**src/rtl/irqc_pkg.sv**
```systemverilog
`timescale 1ns/1ps
package irqc_pkg;
    localparam int DW   = 8;
    localparam int NSRC = DW;
    localparam int IW   = $clog2(NSRC);

    localparam logic [7:0] OFS_BASE = 8'hB0;
    localparam logic [7:0] OFS_EN   = 8'hB2;
    localparam logic [7:0] OFS_PEND = 8'hB4;
    localparam logic [7:0] OFS_CLR  = 8'hB6;

    localparam logic [DW-1:0] BASE_KEEP_WIDE   = DW'(8'hF8);
    localparam logic [DW-1:0] BASE_KEEP_NARROW = DW'(8'hFE);
    localparam logic [DW-1:0] BASE_RD_FORCE    = DW'(8'h03);

    typedef struct packed {
        logic [DW-1:0]   base;
        logic [NSRC-1:0] en;
        logic [NSRC-1:0] pend;
    } irqc_state_t;
endpackage

```
**src/rtl/irqc_regs.sv**
```systemverilog
`timescale 1ns/1ps
module irqc_regs
    import irqc_pkg::*;
(
    input  logic            clk,
    input  logic            rst_n,
    input  logic            model_sel,
    input  logic            bus_wr,
    input  logic [7:0]      bus_addr,
    input  logic [DW-1:0]   bus_wdata,
    input  logic [NSRC-1:0] src_pulse,
    output logic [DW-1:0]   base_q,
    output logic [NSRC-1:0] en_q,
    output logic [NSRC-1:0] pend_q
);
    irqc_state_t st_d, st_q;
    logic [NSRC-1:0] set_d, clr_d;

    always_comb begin
        st_d  = st_q;
        clr_d = '0;
        set_d = src_pulse & st_q.en;
        if (bus_wr) begin
            unique case (bus_addr)
                OFS_BASE: st_d.base = bus_wdata &
                    (model_sel ? BASE_KEEP_WIDE : BASE_KEEP_NARROW);
                OFS_EN:   st_d.en   = bus_wdata;
                OFS_CLR:  clr_d     = bus_wdata;
                default:  ;
            endcase
        end
        st_d.pend = (st_q.pend & ~clr_d) | set_d;
    end

    always_ff @(posedge clk) begin
        if (!rst_n) st_q <= '0;
        else        st_q <= st_d;
    end

    assign base_q = st_q.base;
    assign en_q   = st_q.en;
    assign pend_q = st_q.pend;

    // a pending bit only rises after an enabled pulse
    a_r5_rise_needs_enabled_pulse: assert property (@(posedge clk) disable iff (!rst_n)
        ((pend_q & ~$past(pend_q)) & ~$past(src_pulse & en_q)) == '0);
    // an enabled pulse always leaves its bit set, acknowledge or not
    a_r7_set_beats_clear: assert property (@(posedge clk) disable iff (!rst_n)
        ($past(src_pulse & en_q) & ~pend_q) == '0);
    // acknowledged bits without a new pulse are cleared
    a_r6_ack_clears: assert property (@(posedge clk) disable iff (!rst_n)
        $past(bus_wr && bus_addr == OFS_CLR) |->
        (($past(bus_wdata) & ~$past(src_pulse & en_q)) & pend_q) == '0);
    // wide masking leaves the low three base bits zero
    a_r2_base_low_zero: assert property (@(posedge clk) disable iff (!rst_n)
        $past(bus_wr && bus_addr == OFS_BASE && model_sel) |-> base_q[2:0] == 3'b000);
    // base bit 0 is never stored
    a_r3_base_bit0_zero: assert property (@(posedge clk) disable iff (!rst_n)
        base_q[0] == 1'b0);
endmodule

```
**src/rtl/irqc_prio.sv**
```systemverilog
`timescale 1ns/1ps
module irqc_prio #(
    parameter int N  = 8,
    localparam int IW = $clog2(N)
) (
    input  logic [N-1:0]  req,
    output logic          valid,
    output logic [IW-1:0] idx
);
    logic [N:0]   above;
    logic [N-1:0] grant;

    assign above[N] = 1'b0;
    for (genvar i = N - 1; i >= 0; i--) begin : g_chain
        assign above[i] = above[i+1] | req[i];
        assign grant[i] = req[i] & ~above[i+1];
    end

    assign valid = above[0];

    always_comb begin
        idx = '0;
        for (int i = 0; i < N; i++)
            if (grant[i]) idx = idx | IW'(i);
    end
endmodule

```
**src/rtl/irqc_rdmux.sv**
```systemverilog
`timescale 1ns/1ps
module irqc_rdmux
    import irqc_pkg::*;
(
    input  logic            model_sel,
    input  logic [7:0]      bus_addr,
    input  logic [DW-1:0]   base_q,
    input  logic [NSRC-1:0] en_q,
    input  logic [NSRC-1:0] pend_q,
    output logic [DW-1:0]   bus_rdata
);
    always_comb begin
        unique case (bus_addr)
            OFS_BASE: bus_rdata = model_sel ? (base_q | BASE_RD_FORCE) : base_q;
            OFS_EN:   bus_rdata = en_q;
            OFS_PEND: bus_rdata = pend_q;
            default:  bus_rdata = '0;
        endcase
    end
endmodule

```
**src/rtl/irqc_top.sv**
```systemverilog
`timescale 1ns/1ps
module irqc_top
    import irqc_pkg::*;
(
    input  logic            clk,
    input  logic            rst_n,
    input  logic            model_sel,
    input  logic [7:0]      bus_addr,
    input  logic            bus_wr,
    input  logic [DW-1:0]   bus_wdata,
    output logic [DW-1:0]   bus_rdata,
    input  logic [NSRC-1:0] src_pulse,
    input  logic            cpu_ie,
    input  logic            inhibit,
    output logic            irq_req,
    output logic [DW-1:0]   vec_num
);
    logic [DW-1:0]   base_q;
    logic [NSRC-1:0] en_q, pend_q, live;
    logic            any_live;
    logic [IW-1:0]   sel_idx;

    irqc_regs i_regs (
        .clk(clk), .rst_n(rst_n), .model_sel(model_sel), .bus_wr(bus_wr),
        .bus_addr(bus_addr), .bus_wdata(bus_wdata), .src_pulse(src_pulse),
        .base_q(base_q), .en_q(en_q), .pend_q(pend_q)
    );

    assign live = pend_q & en_q;

    irqc_prio #(.N(NSRC)) i_prio (
        .req(live), .valid(any_live), .idx(sel_idx)
    );

    irqc_rdmux i_rdmux (
        .model_sel(model_sel), .bus_addr(bus_addr), .base_q(base_q),
        .en_q(en_q), .pend_q(pend_q), .bus_rdata(bus_rdata)
    );

    assign vec_num = base_q + DW'(sel_idx);
    assign irq_req = any_live & cpu_ie & ~inhibit;

    // the selected index is the highest live bit
    a_r9_highest_live: assert property (@(posedge clk) disable iff (!rst_n)
        any_live |-> (live >> sel_idx) == NSRC'(1));
    // no request while inhibited
    a_r10_inhibit_blocks: assert property (@(posedge clk) disable iff (!rst_n)
        inhibit |-> !irq_req);
    // no request while the global flag is off
    a_r10_ie_gates: assert property (@(posedge clk) disable iff (!rst_n)
        !cpu_ie |-> !irq_req);
    // a request implies some enabled source is pending
    a_r8_req_needs_live: assert property (@(posedge clk) disable iff (!rst_n)
        irq_req |-> (pend_q & en_q) != '0);
endmodule

```
**config.mk**
```make
export PLATFORM = sky130hd
export DESIGN_NAME = irqc_top
export DESIGN_NICKNAME = d
export VERILOG_FILES = /design/src/rtl/irqc_pkg.sv /design/src/rtl/irqc_regs.sv /design/src/rtl/irqc_prio.sv /design/src/rtl/irqc_rdmux.sv /design/src/rtl/irqc_top.sv
export SDC_FILE = /design/constraint.sdc
export NUM_CORES = 1
export LEC_CHECK = 0
export ABC_AREA = 0
export BUFFER_PORTS_ARGS = -buffer_cell sky130_fd_sc_hd__buf_2
export CORE_AREA = 10 10 63 65
export DETAILED_ROUTE_END_ITERATION = 10
export DIE_AREA = 0 0 73 75
export PLACE_DENSITY = 0.79
export SETUP_SLACK_MARGIN = 0.4
export SYNTH_ARGS = -nofsm -noshare
export SYNTH_HDL_FRONTEND = slang
export SYNTH_SLANG_ARGS = --single-unit
```
**constraint.sdc**
```tcl
create_clock -name clk -period 4.8 [get_ports clk]
set_input_delay 0.96 -clock clk [delete_from_list [all_inputs] [get_ports clk]]
set_output_delay 0.96 -clock clk [all_outputs]
set_load 0.1 [all_outputs]
```
---- Word-level counts from Yosys, hierarchy flattened ----
Index checks and enable logic that the tools add are counted.
storage, ports and cells
  register bits ........................... 24
  bits in latches ......................... 0
  RAM bits ................................ 0
  ROM bits ................................ 0
  bits of input ports ..................... 30
  output and inout bits ................... 17
  logic and storage cells ................. 50
  memories kept ........................... 0
cells by class
  add/subtract/negate cells ............... 1
  multiply operators ...................... 0
  divide/modulo/power cells ............... 0
  magnitude comparators ................... 0
  equality and inequality tests ........... 4
  shift operators ......................... 0
  muxes and demuxes ....................... 12
  bitwise operators ....................... 28
  reduce and logical (&&, ||, !) cells .... 2
operators by type and width
  cell                number
  $and 8x8->8         4
  $eq 8x8->1 const B  4
  $pmux 8 s3          1
  $mux 8              2
  $mux 3              5
  $add 8x3->8         1
  $and 1x1->1         8
  $not 8->8           1
  $or 8x8->8          1
  $not 1->1           7
  $or 1x1->1          7
  $mux 2              3
  $reduce_and 2->1    2
  $mux 1              1

---- Longest topological paths before layout ----
  depth after elaboration ................. 16
  gate-level depth with buffers ........... 7
  depth with buffers taken out ............ 7

---- Modules after synthesis ----
Synthesis repeated with hierarchy kept, for this count alone.
second synthesis, totals
  cell total of the unflattened synthesis .. 187
  area, all modules ....................... 1540.2 sq um
by module, submodules not included
  module      times used  cells an instance  area each (sq um)  seq. area each (sq um)
  irqc_regs   1           102                983.4              460.4
  irqc_rdmux  1           39                 246.5              0.0
  irqc_top    1           34                 244.0              0.0
  irqc_prio   1           12                 66.3               0.0

---- Worst setup path before layout ----
Ideal clock, no wire load.
  path kind ............................... input to output
  from .................................... input bus_addr[0]
  to ...................................... output bus_rdata[1]
  arrival time ............................ 3140 ps
  required time ........................... 3840 ps
  setup slack ............................. 700 ps
  cell stages on the path ................. 4
  buffers on the path ..................... 1
  cells stage by stage .................... or2_4 or2_2 clkbuf_1 a21oi_1
on the way
  longest elaborated chain between the ends .. 2
  elaborated cells on any way between the ends .. 4
  classes of those cells .................. eq/ne: 3; mux: 1
RTL lines
  what             line              RTL
  start, declared  irqc_top.sv:8     input logic [7:0] bus_addr,
  $eq 8x8->1       irqc_rdmux.sv:13  unique case (bus_addr)
  $pmux 8 s3 (*)   irqc_rdmux.sv:13
  end, declared    irqc_top.sv:11    output logic [DW-1:0] bus_rdata,
Mark *: on every way between the ends. The rest lies on a longest branch, timed or not.

---- Worst setup path in the final report ----
  from .................................... register i_regs.st_q (netlist bit i_regs.en_q[3])
  to ...................................... output vec_num[7]
on the way
  longest elaborated chain between the ends .. 13
  elaborated cells on any way between the ends .. 16
  classes of those cells .................. add/sub: 1; mux: 7; bitwise: 8
RTL lines
  what                     line             RTL
  start, declared          irqc_regs.sv:16  irqc_state_t st_d, st_q;
  start signal, assigned   irqc_regs.sv:37  else st_q <= st_d;
  $and 8x8->8 (*)          irqc_top.sv:29   assign live = pend_q & en_q;
  $or 1x1->1 (2 in a row)  irqc_prio.sv:15  assign above[i] = above[i+1] | req[i];
  $not 1->1                irqc_prio.sv:16  assign grant[i] = req[i] & ~above[i+1];
  $and 1x1->1              irqc_prio.sv:16
  $mux 1                   irqc_prio.sv:24  if (grant[i]) idx = idx | IW'(i);
  $mux 2                   irqc_prio.sv:24
  $mux 2 (*)               irqc_prio.sv:24
  $mux 3 (*) (4 in a row)  irqc_prio.sv:24
  $add 8x3->8 (*)          irqc_top.sv:40   assign vec_num = base_q + DW'(sel_idx);
  end, declared            irqc_top.sv:16   output logic [DW-1:0] vec_num
Marked as above.

==> impl_metrics.json <==
{
  "status": "complete, no violations",
  "switching_power_uw": 75.12,
  "cts_resized": 0,
  "synth_ff_type": "dfxtp_1",
  "synth.most_common_cell": "nand2_1",
  "fp.dieArea_um2": 5475,
  "place.gp.congestion": 0.7971,
  "synth_top_area_frac": 0.3318,
  "wl_per_cell_um": 15.18,
  "synth-edff-count": 0,
  "die_h_um": 75,
  "crit_required_ps": 3840,
  "root_buffer": "clkbuf_4",
  "grt_max_degree": 33,
  "netlist_area_um2": 1388,
  "grt.total_usage": 0.1336,
  "syn_inst": 169,
  "crit_fanout": 6,
  "p_sw_frac": 0.2394,
  "start_kind": "flop",
  "synth_area_leaders": "dfxtp_1 (33%), mux2i_1 (16%), nand2_1 (13%), a2bb2oi_1 (4.4%), a21o_1 (3.8%)",
  "fin_crit_sh": 0.7437,
  "rows": 19,
  "clkPwrFrac": 0.284,
  "ant_nets": 0,
  "die_x_um": 73,
  "ir_worst_vdd_mv": 0.1738,
  "highest_layer": "met4",
  "numPortBuffers": 46,
  "synth-seq-area-share": 0.3318,
  "cts-htree-levels": 1,
  "layout-drive-gt1-share": 0.2607,
  "clkLatencyLatePin_ps": 310,
  "ys_ff_latch": 23,
  "routed-wl-met3_um": 350,
  "via_per_inst": 5.632,
  "yosys_warnings": 0,
  "cts_buffer_depth": 2,
  "fin_tns_setup_ps": 0,
  "fin_crit_ps": 3570,
  "cts_hold_buffers": 0,
  "grt_overflow": 0,
  "rsz0062_at_grt": "false",
  "postLayoutCellArea_um2": 1655,
  "grt_pass1_wl_mm": 6.044,
  "slew_viol_final": 0,
  "antenna_found_initial": 0,
  "antenna_cells": 0,
  "cts_tree": "yes",
  "first_pass_iters": 5,
  "met2_length_mm": 1.693,
  "num-fill-cells": 252,
  "drt-total-wl_mm": 3.674,
  "routedLengthMet1_mm": 1.584,
  "p_leak_uw": 0.0008449,
  "ys_types": 35,
  "placed_area_um2": 1629,
  "synthTopCellsByCount": "nand2_1 (47), dfxtp_1 (23), mux2i_1 (22)",
  "synth_nets": 202,
  "grt_pass1_vias": 1332,
  "ys_async_sr_fraction": 0,
  "worst_pin_slew_ps": 950.1,
  "cp_data_arrival_time_ps": 2610,
  "fin_nets": 245,
  "area_growth_pct": 19.30,
  "finalSetupViolCount": 0,
  "skew_ps": 6.663,
  "initial_core_util": 0.5120,
  "avgSynthCellArea_um2": 8.211,
  "critPathCaptureType": "output port",
  "core_um2": 2710,
  "power_per_cell_area_nw_per_um2": 189.6,
  "hold_class": "reg2reg",
  "hold_viol_final": 0,
  "drv_cap": 0,
  "vias": 1363,
  "relSlewSlack": 0.3613,
  "max_freq_mhz": 280.1,
  "p_int_uw": 238.7,
  "worstSetupPathType": "reg2out",
  "seqPwrFrac": 0.609,
  "drtIter0Drc": 60,
  "io-pin-count": 47,
  "yosys.area.top_type": "dfxtp_1",
  "post_cts_buffers": 0,
  "route.detailed.drc": 0,
  "cts_sinks": 23,
  "cts_made_buffers": 3,
  "dp_hpwl_mm": 2.802,
  "combPwrFrac": 0.107,
  "path_clk_slew_ps": 120,
  "final_core_util": 0.6108
}
[power groups by stage]
stage	clock [µW]	combinational [µW]	sequential (µW)
2_1_floorplan	0	17.5	195
4_1_cts	91.4	33.5	191
5_1_grt	97.7	36.5	191
6_report	89.0	33.6	191
3_5_place_dp	0	33.4	196
3_3_place_gp	0	33.1	196
[worst max-delay path: stages, from the launching register on]
cell and delay [ps]:
dfxtp_1 380, a22oi_1 270, o211ai_1 120, ha_1 220
fa_1 410, and3_1 220, nand3_1 100, xnor2_1 130
buf_2 450
[per-stage QoR]
step | std cells | worst slack, ps | total power, µW | hold WS, ps
global placement | 238 | 1451 | 228.6 | 473.5
CTS | 242 | 1219 | 316.2 | 494.7
detailed placement | 238 | 1440 | 229.0 | 478.2
floorplan | 169 | 699.7 | 213.0 | 456.0
finish | 242 | 1230 | 313.8 | 494.2
global route | 242 | 1094 | 325.6 | 517.3
[sequential cells by signal (all words and copies together) (netlist names)]
register       cells
i_regs.pend_q      8
i_regs.en_q        8
i_regs.base_q      7
[routing by layer]
metal,up-vias,global-route usage
met2,39,0.2216
met5,-,0
met4,0,0.03797
li1,680,-
met1,638,0.1596
met3,6,0.04599
[cell type report]
type	count	area, µm²	share of cell area
inverter	4	15.01	0.009070
multi-input combinational	133	877.1	0.5299
sequential	23	460.4	0.2782
timing repair buffer	47	237.7	0.1436
clock buffer	4	26.28	0.01587
tap	31	38.79	0.02343
[final timing paths]
check	startpoint	end	slack, ps	depth (start not counted)
max reg2reg	i_regs.en_q[1]$_SDFFE_PN0P_	i_regs.pend_q[1]$_SDFF_PN0_	3880	3
max	i_regs.en_q[3]$_SDFFE_PN0P_	vec_num[7]	1230	8
min	i_regs.base_q[1]$_SDFFE_PN0P_	i_regs.base_q[1]$_SDFFE_PN0P_	490	2
min reg2reg	i_regs.base_q[1]$_SDFFE_PN0P_	i_regs.base_q[1]$_SDFFE_PN0P_	490	2
[cell families after synthesis]
group           after synthesis  synth area share
flops                        23            0.3318
fa+ha+maj                     3           0.03246
mux                          22            0.1587
xor+xnor                      5           0.03156
simple gates                 70            0.2245
compound gates               33            0.1803
buf+inv                      13           0.04057
[cell usage in the layout, fill, tap and decap left out, types with 2 or more instances in the layout]
master and count:
buf_2 46, a22oi_1 2, a21o_1 7, nor2_1 9, xor2_1 4, a21oi_1 2
nand2_1 47, mux2i_1 22, dfxtp_1 23, clkbuf_4 3, nor3_1 2, a2bb2oi_1 7
nand3_1 2, ha_1 2, inv_1 4, o211ai_1 2, nor2b_1 2, a31oi_1 8
Power figures use the tool's default switching activity.
